<file path="src/rtl/bmw_pkg.sv">
package bmw_pkg;

    localparam int BYTE_W  = 8;
    localparam int SEL_W   = 2;
    localparam int NREG    = 2 ** SEL_W;
    localparam int HW_BITS = 3;
    localparam int HALF_W  = 16;

    typedef enum logic [1:0] {
        SZ_BYTE = 2'd0,
        SZ_HALF = 2'd1,
        SZ_WORD = 2'd2,
        SZ_WIDE = 2'd3
    } size_e;

    typedef enum logic [SEL_W-1:0] {
        RS_CMD  = 2'd0,
        RS_MODE = 2'd1,
        RS_STAT = 2'd2,
        RS_TIM  = 2'd3
    } reg_sel_e;

    typedef struct packed {
        logic              rd;
        logic              wr;
        logic              byte_ok;
        size_e             size;
        reg_sel_e          sel;
        logic [BYTE_W-1:0] wbyte;
    } access_t;

    localparam logic [BYTE_W-1:0] STAT_RW_MASK   = 8'h60;
    localparam logic [BYTE_W-1:0] STAT_RO_MASK   = 8'h01;
    localparam logic [BYTE_W-1:0] STAT_W1C_MASK  = 8'h06;
    localparam logic [BYTE_W-1:0] MODE_HOST_MASK = 8'h30;

    function automatic logic [BYTE_W-1:0] stat_host_merge(
        input logic [BYTE_W-1:0] old_v,
        input logic [BYTE_W-1:0] wv
    );
        return (wv & STAT_RW_MASK) | (old_v & STAT_RO_MASK) |
               (old_v & ~wv & STAT_W1C_MASK);
    endfunction

    function automatic logic [BYTE_W-1:0] mode_host_merge(
        input logic [BYTE_W-1:0] cur,
        input logic [BYTE_W-1:0] wv
    );
        return (cur & ~MODE_HOST_MASK) | (wv & MODE_HOST_MASK);
    endfunction

endpackage

</file>
<file path="src/rtl/bmw_access.sv">
module bmw_access
    import bmw_pkg::*;
(
    input  logic              host_req,
    input  logic              host_we,
    input  logic [SEL_W-1:0]  host_addr,
    input  logic [1:0]        host_size,
    input  logic [BYTE_W-1:0] host_wbyte,
    output access_t           acc,
    output logic [NREG-1:0]   wr_en
);

    always_comb begin
        acc.size    = size_e'(host_size);
        acc.byte_ok = (acc.size == SZ_BYTE);
        acc.rd      = host_req && !host_we;
        acc.wr      = host_req && host_we && acc.byte_ok;
        acc.sel     = reg_sel_e'(host_addr);
        acc.wbyte   = host_wbyte;
    end

    // one write enable per register slot
    for (genvar g = 0; g < NREG; g++) begin : g_wen
        assign wr_en[g] = acc.wr && (host_addr == SEL_W'(g));
    end

endmodule

</file>
<file path="src/rtl/bmw_status.sv">
module bmw_status
    import bmw_pkg::*;
(
    input  logic               clk,
    input  logic               rst,
    input  logic               host_wr,
    input  logic [BYTE_W-1:0]  wbyte,
    input  logic [HW_BITS-1:0] hw_set,
    input  logic               hw_done,
    output logic [BYTE_W-1:0]  stat
);

    logic [BYTE_W-1:0] stat_nxt;

    always_comb begin
        stat_nxt = stat;
        if (host_wr) begin
            stat_nxt = stat_host_merge(stat, wbyte);
        end
        if (hw_done) begin
            stat_nxt[0] = 1'b0;
        end
        // engine set requests are applied last so they win
        stat_nxt[HW_BITS-1:0] = stat_nxt[HW_BITS-1:0] | hw_set;
    end

    always_ff @(posedge clk) begin
        if (rst) begin
            stat <= '0;
        end else begin
            stat <= stat_nxt;
        end
    end

    assert_set_wins_R8: assert property (@(posedge clk) disable iff (rst)
        (hw_set != '0) |=> ((stat[HW_BITS-1:0] & $past(hw_set)) == $past(hw_set)));

    assert_active_ro_R6: assert property (@(posedge clk) disable iff (rst)
        (host_wr && !hw_set[0] && !hw_done) |=> (stat[0] == $past(stat[0])));

    assert_w1c_R7: assert property (@(posedge clk) disable iff (rst)
        (host_wr && wbyte[2] && !hw_set[2]) |=> !stat[2]);

    assert_rw_bits_R5: assert property (@(posedge clk) disable iff (rst)
        host_wr |=> (stat[6:5] == $past(wbyte[6:5])));

endmodule

</file>
<file path="src/rtl/bmw_cmd.sv">
module bmw_cmd
    import bmw_pkg::*;
(
    input  logic              clk,
    input  logic              rst,
    input  logic              wr,
    input  logic [BYTE_W-1:0] wbyte,
    output logic [BYTE_W-1:0] cmd_q,
    output logic              cmd_stb
);

    always_ff @(posedge clk) begin
        if (rst) begin
            cmd_q   <= '0;
            cmd_stb <= 1'b0;
        end else begin
            cmd_stb <= wr;
            if (wr) begin
                cmd_q <= wbyte;
            end
        end
    end

    assert_cmd_pulse_R4: assert property (@(posedge clk) disable iff (rst)
        wr |=> (cmd_stb && cmd_q == $past(wbyte)));

    assert_cmd_quiet_R4: assert property (@(posedge clk) disable iff (rst)
        !wr |=> (!cmd_stb && $stable(cmd_q)));

endmodule

</file>
<file path="src/rtl/bmdma_window.sv">
module bmdma_window
    import bmw_pkg::*;
#(
    parameter int HOST_W   = 32,
    parameter int CHAN_SEL = 0
) (
    input  logic               clk,
    input  logic               rst,
    input  logic               host_req,
    input  logic               host_we,
    input  logic [1:0]         host_addr,
    input  logic [1:0]         host_size,
    input  logic [7:0]         host_wbyte,
    output logic               rd_valid,
    output logic [HOST_W-1:0]  rd_data,
    input  logic [2:0]         hw_set,
    input  logic               hw_done,
    output logic [7:0]         dma_status,
    output logic               cmd_stb,
    output logic [7:0]         cmd_byte,
    input  logic [7:0]         mode_in,
    output logic               mode_wr,
    output logic [7:0]         mode_wr_val,
    input  logic [7:0]         tim0_in,
    input  logic [7:0]         tim1_in,
    output logic               tim_wr,
    output logic [7:0]         tim_wr_val
);

    localparam logic CHAN_IS1 = (CHAN_SEL != 0);

    access_t           acc;
    logic [NREG-1:0]   wr_en;
    logic [BYTE_W-1:0] stat;
    logic [BYTE_W-1:0] cmd_q;
    logic [BYTE_W-1:0] tim_sel;
    logic [BYTE_W-1:0] rd_byte;
    logic [HOST_W-1:0] wide_ones;

    bmw_access u_access (
        .host_req   (host_req),
        .host_we    (host_we),
        .host_addr  (host_addr),
        .host_size  (host_size),
        .host_wbyte (host_wbyte),
        .acc        (acc),
        .wr_en      (wr_en)
    );

    bmw_status u_status (
        .clk     (clk),
        .rst     (rst),
        .host_wr (wr_en[RS_STAT]),
        .wbyte   (acc.wbyte),
        .hw_set  (hw_set),
        .hw_done (hw_done),
        .stat    (stat)
    );

    bmw_cmd u_cmd (
        .clk     (clk),
        .rst     (rst),
        .wr      (wr_en[RS_CMD]),
        .wbyte   (acc.wbyte),
        .cmd_q   (cmd_q),
        .cmd_stb (cmd_stb)
    );

    assign tim_sel    = CHAN_IS1 ? tim1_in : tim0_in;
    assign dma_status = stat;
    assign cmd_byte   = cmd_q;

    always_comb begin
        unique case (acc.sel)
            RS_CMD:  rd_byte = cmd_q;
            RS_MODE: rd_byte = mode_in;
            RS_STAT: rd_byte = stat;
            RS_TIM:  rd_byte = tim_sel;
        endcase
    end

    // all-ones pattern sized by the rejected access width
    always_comb begin
        for (int i = 0; i < HOST_W; i++) begin
            wide_ones[i] = (acc.size != SZ_HALF) || (i < HALF_W);
        end
    end

    always_ff @(posedge clk) begin
        if (rst) begin
            rd_valid    <= 1'b0;
            rd_data     <= '0;
            mode_wr     <= 1'b0;
            mode_wr_val <= '0;
            tim_wr      <= 1'b0;
            tim_wr_val  <= '0;
        end else begin
            rd_valid <= acc.rd;
            if (acc.rd) begin
                rd_data <= acc.byte_ok ? HOST_W'(rd_byte) : wide_ones;
            end
            mode_wr <= wr_en[RS_MODE];
            if (wr_en[RS_MODE]) begin
                mode_wr_val <= mode_host_merge(mode_in, acc.wbyte);
            end
            tim_wr <= wr_en[RS_TIM];
            if (wr_en[RS_TIM]) begin
                tim_wr_val <= acc.wbyte;
            end
        end
    end

    assert_wide_write_R2: assert property (@(posedge clk) disable iff (rst)
        (host_req && host_we && host_size != 2'd0) |=> (!cmd_stb && !mode_wr && !tim_wr));

    assert_rd_valid_R3: assert property (@(posedge clk) disable iff (rst)
        rd_valid == $past(host_req && !host_we));

    assert_byte_upper_zero_R3: assert property (@(posedge clk) disable iff (rst)
        (host_req && !host_we && host_size == 2'd0) |=> (rd_data[HOST_W-1:BYTE_W] == '0));

    assert_mode_keep_R9: assert property (@(posedge clk) disable iff (rst)
        mode_wr |-> ((mode_wr_val & ~MODE_HOST_MASK) == ($past(mode_in) & ~MODE_HOST_MASK)));

    assert_tim_data_R10: assert property (@(posedge clk) disable iff (rst)
        (host_req && host_we && host_size == 2'd0 && host_addr == 2'd3) |=>
            (tim_wr && tim_wr_val == $past(host_wbyte)));

endmodule

</file>
<file path="config.mk">
export PLATFORM = sky130hd
export DESIGN_NAME = bmdma_window
export DESIGN_NICKNAME = d
export VERILOG_FILES = /design/src/rtl/bmw_pkg.sv /design/src/rtl/bmw_access.sv /design/src/rtl/bmw_status.sv /design/src/rtl/bmw_cmd.sv /design/src/rtl/bmdma_window.sv
export SDC_FILE = /design/constraint.sdc
export NUM_CORES = 1
export LEC_CHECK = 0
export BUFFER_PORTS_ARGS = -buffer_cell sky130_fd_sc_hd__buf_2
export CAP_MARGIN = 15
export CELL_PAD_IN_SITES_DETAIL_PLACEMENT = 1
export CELL_PAD_IN_SITES_GLOBAL_PLACEMENT = 1
export CORE_UTILIZATION = 35
export CTS_BUF_LIST = sky130_fd_sc_hd__clkbuf_8
export DETAILED_ROUTE_END_ITERATION = 12
export PLACE_DENSITY_LB_ADDON = 0.1
export SYNTH_ARGS = -nofsm -noshare
export SYNTH_HDL_FRONTEND = slang
export SYNTH_SLANG_ARGS = --single-unit
</file>
<file path="constraint.sdc">
create_clock -name clk -period 2.8 [get_ports clk]
set_input_delay 0.14 -clock clk [delete_from_list [all_inputs] [get_ports clk]]
set_output_delay 0.14 -clock clk [all_outputs]
set_load 0.01 [all_outputs]
</file>
==> results.txt, run 1 <==
GRT met1 Usage: 24.4%
placed cell count: 361
Seq pwr share: 50.0%
library cells used by synthesis: 26
final worst slack: 1.52 ns
Sw Ratio: 24.9%
share of cells above drive strength 1: 40.5%
Layout Skew: 0.00925 ns
Critical Path Start Type: input pin
met2 Usage GRT: 28.3%
Setup Viol. Count Final: 0
Yosys top cell area share: 41.7%
DIE WIDTH: 78.8 microns
RD Place Congestion: 0.712
setup repair bufs after CTS: 0
Post-CTS Resized: 0
unrepaired setup endpoints after global routing: no
register area share after synthesis: 41.7%
Max Slew Vio Count: 0
status: finished, final reports clean
crit share post-route: 45.9%
syn avg cell area: 9.09 sq um
final WL: 5430 microns
ant diodes: 0
worst slack, placed: 1.21 ns
vias in the first global route: 1614
Initial DRC Count: 73
Worst Hold Class: input pin to flip-flop
Comb pwr share: 13.2%
fmax: 779 MHz
met3 GRT Util: 5.29%
GR peak layer: met2
actual slew at the worst max-slew pin: 0.860 ns
Die Y: 78.8 microns
routed len/inst: 14.8 microns
CP Launch Point: host_size[0]
Layout Nets: 340
top cells by area, synth: dfxtp_1, buf_4, nand2b_1, mux4_2, a21oi_1
core area: 5610 sq um
maximum clock path buffer count: 2
crit path DAT: 1.51 ns
IO Count: 112
# DRC: 0
Num CTS Buffers: 5
Vias: 1835
final instance area: 2520 sq um
critical path required time: 3.02 ns
total gr overflow: 0
total power: 1.28 mW
Initial Utilization: 36.8%
Worst-Skew Late Latency: 0.30 ns
synthesis warning total: 0
port bufs: 100
leakage: 1.16 nW
Mapped Area: 2060 sq um
Placed Area: 2420 sq um
RR Startpoint: u_cmd.cmd_q[1]
P_int: 959 uW
Gate Count Post-Synth: 227
Switch Pwr: 318 uW
Fin Setup TNS: 0 ns
Slew HR: 42.6%
peak fanout along the critical path: 17
Final ANT Viol Nets: 0
hold_sp: hw_set[0]
GRT Util Overall: 18.2%
die area: 6210 sq um
final hold viol count: 0
crit end category: flip-flop
power per standard cell area: 507 nW/um^2
TritonCTS clock tree: yes
largest net degree at the start of global routing: 52
H-tree Lvls: 2
initial antenna violation count: 0
critical path type: input pin to flip-flop
FF+latch count, synth: 43
Period minus WS final: 1.28 ns
post-DP HPWL: 3850 microns
Clock power frac: 36.9%
MaxCap Viol Count: 0
Core Rows: 27
non-filler cells, final: 368
Clock transition at path regs: 0.08 ns
Via-to-Cell Ratio: 4.99
CTS Sinks: 43
first-pass GRT wire length: 8610 microns
Max VDD drop: 0.000216 V
Root Driver: clkbuf_8
leading area contributor after synthesis: dfxtp_1
first drt pass iteration count: 4
hold buffers post-CTS: 0
Area Overhead vs Synth: 22.0%
-- Yosys cell counts, drive strengths merged --
| library cell | n |
|---|---|
| a21oi | 18 |
| a221oi | 3 |
| and3 | 1 |
| and4bb | 1 |
| buf | 34 |
| clkbuf | 9 |
| conb | 1 |
| dfxtp | 43 |
| inv | 1 |
| mux2 | 3 |
| mux2i | 8 |
| mux4 | 5 |
| nand2 | 2 |
| nand2b | 19 |
| nand3 | 10 |
| nand4b | 6 |
| nand4bb | 1 |
| nor2 | 20 |
| nor2b | 5 |
| nor3 | 11 |
| nor4b | 2 |
| o21ai | 21 |
| or2 | 2 |
| or4b | 1 |
-- power by group through the flow --
stage	Clock [mW]	Sequential, mW	Combinational, mW
after floorplan	0	0.661	0.109
after detailed placement	0	0.653	0.171
after CTS	0.484	0.639	0.171
after global routing	0.514	0.641	0.186
final	0.471	0.638	0.168
after global placement	0	0.653	0.169
-- cells by family (layout without fill, tap and decap cells) --
kind of cell	count (synthesis)	after routing	synth area share, %
AO/OA/AOI/OAI	42	42	11.6
buffers and inverters	44	111	13.2
flip-flops	43	43	41.7
multiplexers	16	16	11.0
other	1	3	0.182
AND/OR/NAND/NOR	81	81	22.3
-- worst paths after layout --
path	to	slack, ns	cells after the start
worst max-delay path	tim_wr_val[6]	1.52	5
worst min register to register	tim_wr_val[3]	0.47	2
worst max register to register	rd_data[1]	1.62	3
worst min-delay path	u_status.stat[0]	0.04	3
-- cell type report --
cell class              instances  area, sq um
inverters                       1         3.75
flip-flops and latches         43          861
clock inverters                 2         33.8
multi-input cells             142          938
repair buffers                103          523
well taps                      72         90.1
clock buffers                   5         68.8
fillers                       718         3090
-- placed cells by master, fill, tap and decap left out, types with 4 or more instances in the layout --
cell | netlist | routed
a21oi_1 | 18 | 18
buf_2 | 8 | 100
clkbuf_8 | 0 | 5
dfxtp_1 | 43 | 43
mux2i_1 | 8 | 8
mux4_2 | 5 | 5
nand2b_1 | 19 | 19
nand3_1 | 10 | 10
nand4b_1 | 6 | 6
nor2_1 | 20 | 20
nor2b_1 | 5 | 5
nor3_1 | 11 | 11
o21ai_0 | 17 | 17
o21ai_1 | 4 | 4
-- flip-flops by register name, indices dropped and copies added (netlist names) --
signal         flops
rd_valid           1
mode_wr            1
tim_wr_val         8
tim_wr             1
u_cmd.cmd_stb      1
u_status.stat      5
u_cmd.cmd_q        8
rd_data           10
mode_wr_val        8
-- layer usage --
metal | share of wire [%] | up-vias
li1 | - | 902
met3 | 6.4 | 4
met4 | 0.81 | 0
met2 | 46 | 66
met5 | 0 | -
met1 | 47 | 863
-- critical path: stages --
cell and delay [ns]:
buf_2 0.11, and4bb_1 0.26, buf_4 0.23, and3_1 0.52, mux2i_1 0.23
-- through the flow --
stage               util (%)  hold WS (ns)
floorplan                  -         0.257
global placement        43.1         0.345
detailed placement      43.1         0.354
CTS                     44.9        0.0398
global route            44.9        0.0563
finish                  44.9        0.0419
Power figures use the tool's default switching activity.
==> inputs of run 2 (changes only) <==
--- a/config.mk
+++ b/config.mk
@@ -5,11 +5,12 @@
 export SDC_FILE = /design/constraint.sdc
 export NUM_CORES = 1
 export LEC_CHECK = 0
+export ABC_AREA = 1
 export BUFFER_PORTS_ARGS = -buffer_cell sky130_fd_sc_hd__buf_2
 export CAP_MARGIN = 15
 export CELL_PAD_IN_SITES_DETAIL_PLACEMENT = 1
 export CELL_PAD_IN_SITES_GLOBAL_PLACEMENT = 1
-export CORE_UTILIZATION = 35
+export CORE_UTILIZATION = 30
 export CTS_BUF_LIST = sky130_fd_sc_hd__clkbuf_8
 export DETAILED_ROUTE_END_ITERATION = 12
 export PLACE_DENSITY_LB_ADDON = 0.1
==> constraint.sdc (replaced) <==
create_clock -name clk -period 1.25 [get_ports clk]
set_input_delay 0.0625 -clock clk [delete_from_list [all_inputs] [get_ports clk]]
set_output_delay 0.0625 -clock clk [all_outputs]
set_load 0.01 [all_outputs]
==> run 2 against run 1 <==
Effect of this change: clock-buffer cell count unchanged; flip-flop and latch count is the same; non-clock buffer count rose by 17; critical path type is now flip-flop to output port; cell count rose by 18%; global-route usage is 0.54 points higher; critical path depth fell by 4; sequential share of layout area fell by 0.25 points.
==> results.txt, run 2 <==
critical-path cell list: buf_2
RR Endpoint: rd_data[7]
H-tree Lvls: 2 (unchanged)
critical path type: flip-flop to output port
crit-path max cell delay: 0.46 ns (-0.06 ns)
fmax: 1000 MHz
first-pass GRT wire length: 9320 microns (+8.2%)
Fin Setup TNS: 0 ns (unchanged)
Initial Utilization: 31.6% (-5.2 points)
Period minus WS final: 0.996 ns
P_int: 1.96 mW (+100%)
Seq pwr share: 52.6% (+2.6 points)
Mapped Area: 1900 sq um (-7.8%)
Max Slew Vio Count: 0 (unchanged)
commonest non-fill, non-tap cell in the layout: buf_2
Worst-Skew Late Latency: 0.30 ns (about the same)
initial antenna violation count: 0 (unchanged)
final worst slack: 0.254 ns (-1.26 ns)
largest net degree at the start of global routing: 20 (-62%)
Setup Viol. Count Final: 0 (unchanged)
Top delay family on crit path: flip-flops
power per standard cell area: 1070 nW/um^2 (+110%)
Gate Count Post-Synth: 262 (+15%)
Max VDD drop: 0.000421 V (+95%)
unrepaired setup endpoints after global routing: no
Core Rows: 28 (+3.7%)
final instance area: 2540 sq um (+0.89%)
CP max stage cell: dfxtp_2
synthesis warning total: 0 (unchanged)
top cells by count, synth: nand2_1, dfxtp_1, nor2_1
MaxCap Viol Count: 0 (unchanged)
worst slack, placed: 0.108 ns (-1.10 ns)
max FFs per register: 10 (unchanged)
setup repair bufs after CTS: 0 (unchanged)
die area: 6670 sq um (+7.4%)
routed len/inst: 13.8 microns (-6.5%)
Layout Nets: 403 (+19%)
R2R Setup Slk: 0.49 ns (-1.13 ns)
post-DP HPWL: 4550 microns (+18%)
status: finished, final reports clean
WHS Path Cells: 3 (unchanged)
Synth async-reset ratio: 0% (unchanged)
maximum clock path buffer count: 2 (unchanged)
top cells by area, synth: dfxtp_1, nand2_1, buf_4, nor2_1, nand3_1
CP Launch Point: rd_data[30]
IO Count: 112 (unchanged)
critical path required time: 1.19 ns (-1.83 ns)
Yosys top cell area share: 45.2% (+3.5 points)
share of cells above drive strength 1: 36.4% (-4.2 points)
crit end category: output port
total gr overflow: 0 (unchanged)
Worst Hold Class: input pin to flip-flop
library cells used by synthesis: 21 (-19%)
TritonCTS clock tree: yes
Comb pwr share: 14.0% (+0.8 points)
CTS Sinks: 43 (unchanged)
Critical Path Sink: rd_data[21]
EDFF count, synth: 0 (unchanged)
DIE WIDTH: 81.7 microns (+3.6%)
port bufs: 100 (unchanged)
vias in the first global route: 1843 (+14%)
ant diodes: 0 (unchanged)
worst r2r path cells: 4 (+1)
RR Startpoint: u_cmd.cmd_q[7]
first drt pass iteration count: 4 (unchanged)
Most flops, register: rd_data
Clock transition at path regs: 0.09 ns (about the same)
Initial DRC Count: 56 (-23%)
crit path DAT: 0.93 ns (-0.58 ns)
syn avg cell area: 7.27 sq um (-20%)
final WL: 6000 microns (+11%)
commonest non-fill, non-tap cells in the layout: buf_2, nand2_1, dfxtp_1, nor2_1
leading area contributor after synthesis: dfxtp_1
Clock power frac: 33.4% (-3.5 points)
Placed Area: 2370 sq um (-1.9%)
crit path buf inv count: 1 (-1)
Die Y: 81.7 microns (+3.6%)
WP depth: 1 (-4)
Synth Flop Type: dfxtp_1
Layout Skew: 0.00650 ns (-0.00275 ns)
Sw Ratio: 28.1% (+3.2 points)
GRT Util Overall: 18.7% (+0.54 points)
most frequent cell after synthesis: nand2_1
register area share after synthesis: 45.2% (+3.5 points)
Via-to-Cell Ratio: 4.59 (-8.0%)
Final ANT Viol Nets: 0 (unchanged)
Area Overhead vs Synth: 33.4%
leakage: 1.33 nW (+14%)
final hold viol count: 0 (unchanged)
crit share post-route: 79.7%
RD Place Congestion: 0.758 (+6.5%)
Vias: 1996 (+8.8%)
FF+latch count, synth: 43 (unchanged)
Switch Pwr: 768 uW (+140%)
peak fanout along the critical path: 17 (unchanged)
Num CTS Buffers: 5 (unchanged)
Root Driver: clkbuf_8
core area: 6030 sq um (+7.5%)
# DRC: 0 (unchanged)
Critical Path Start Type: flip-flop
-- run 2: cell types whose count changed in the layout (fill, tap and decap cells not counted), moves of 10 or more --
cell / change
nand2_1: +57
nand2b_1: -19
nor2_1: +15
nand3_1: +13
inv_1: +12
nor3_1: -10
-- run 2: power groups by stage --
stage	clock [mW]	combinational (mW)	sequential [mW]
final	0.911	0.383	1.44
after detailed placement	0	0.368	1.47
after floorplan	0	0.202	1.48
after global placement	0	0.365	1.47
after CTS	0.946	0.389	1.44
after global routing	1.01	0.425	1.44
-- run 2: area by class of cell --
cell class / instances / area (sq um)
clock inverters: 3 / 20.0
inverters: 19 / 71.3
well taps: 75 / 93.8
clock buffers: 5 / 68.8
multi-input cells: 170 / 754
repair buffers: 120 / 671
fillers: 826 / 3480
flip-flops and latches: 43 / 862
-- run 2: cells by family after synthesis --
logic type,after synthesis,synth area share [%]
AO/OA/AOI/OAI,41,11.0
buffers and inverters,51,15.6
flip-flops,43,45.2
other,1,0.197
AND/OR/NAND/NOR,126,28.0
-- run 2: worst min path at each step --
stage | slack (ns) | start | to
after floorplan | 0.15 | host_we | rd_valid
after global placement | 0.27 | hw_set[0] | u_status.stat[0]
after detailed placement | 0.28 | hw_set[0] | u_status.stat[0]
after CTS | 0.004 | host_wbyte[0] | u_cmd.cmd_q[0]
after global routing | 0.02 | host_wbyte[4] | u_cmd.cmd_q[4]
final | 0.005 | host_wbyte[0] | u_cmd.cmd_q[0]
-- run 2: worst register-to-register path, delay by kind of cell (launching register included) --
kind / cells / cell delay (ns)
AOI/OAI and AO/OA: 1 / 0.08
and+or+nand+nor: 3 / 0.24
DFF: 1 / 0.34
-- run 2: per-layer routing --
| layer | wire length [microns] | track usage, % | vias up | part of all wire [%] |
|---|---|---|---|---|
| li1 | - | - | 1006 | - |
| met1 | 2780 | 24.9 | 926 | 46 |
| met2 | 2830 | 30.9 | 58 | 47 |
| met3 | 328 | 4.11 | 6 | 5.5 |
| met4 | 57 | 4.21 | 0 | 0.95 |
| met5 | 0 | 0 | - | 0 |
-- run 2: through the flow --
stage	total power, mW	utilization (%)	cells	hold slack (ns)
after floorplan	1.69	-	264	0.152
after global placement	1.83	39.3	419	0.274
after detailed placement	1.84	39.3	419	0.277
after CTS	2.77	42.2	435	0.00403
after global routing	2.88	42.2	435	0.0198
final	2.73	42.2	435	0.00503
-- run 2: repair_timing --
item                       in CTS  in global routing
resized for setup               0                  1
setup endpoints to repair       0                 16
hold endpoints to repair        8                  0
hold buffers                    8                  0
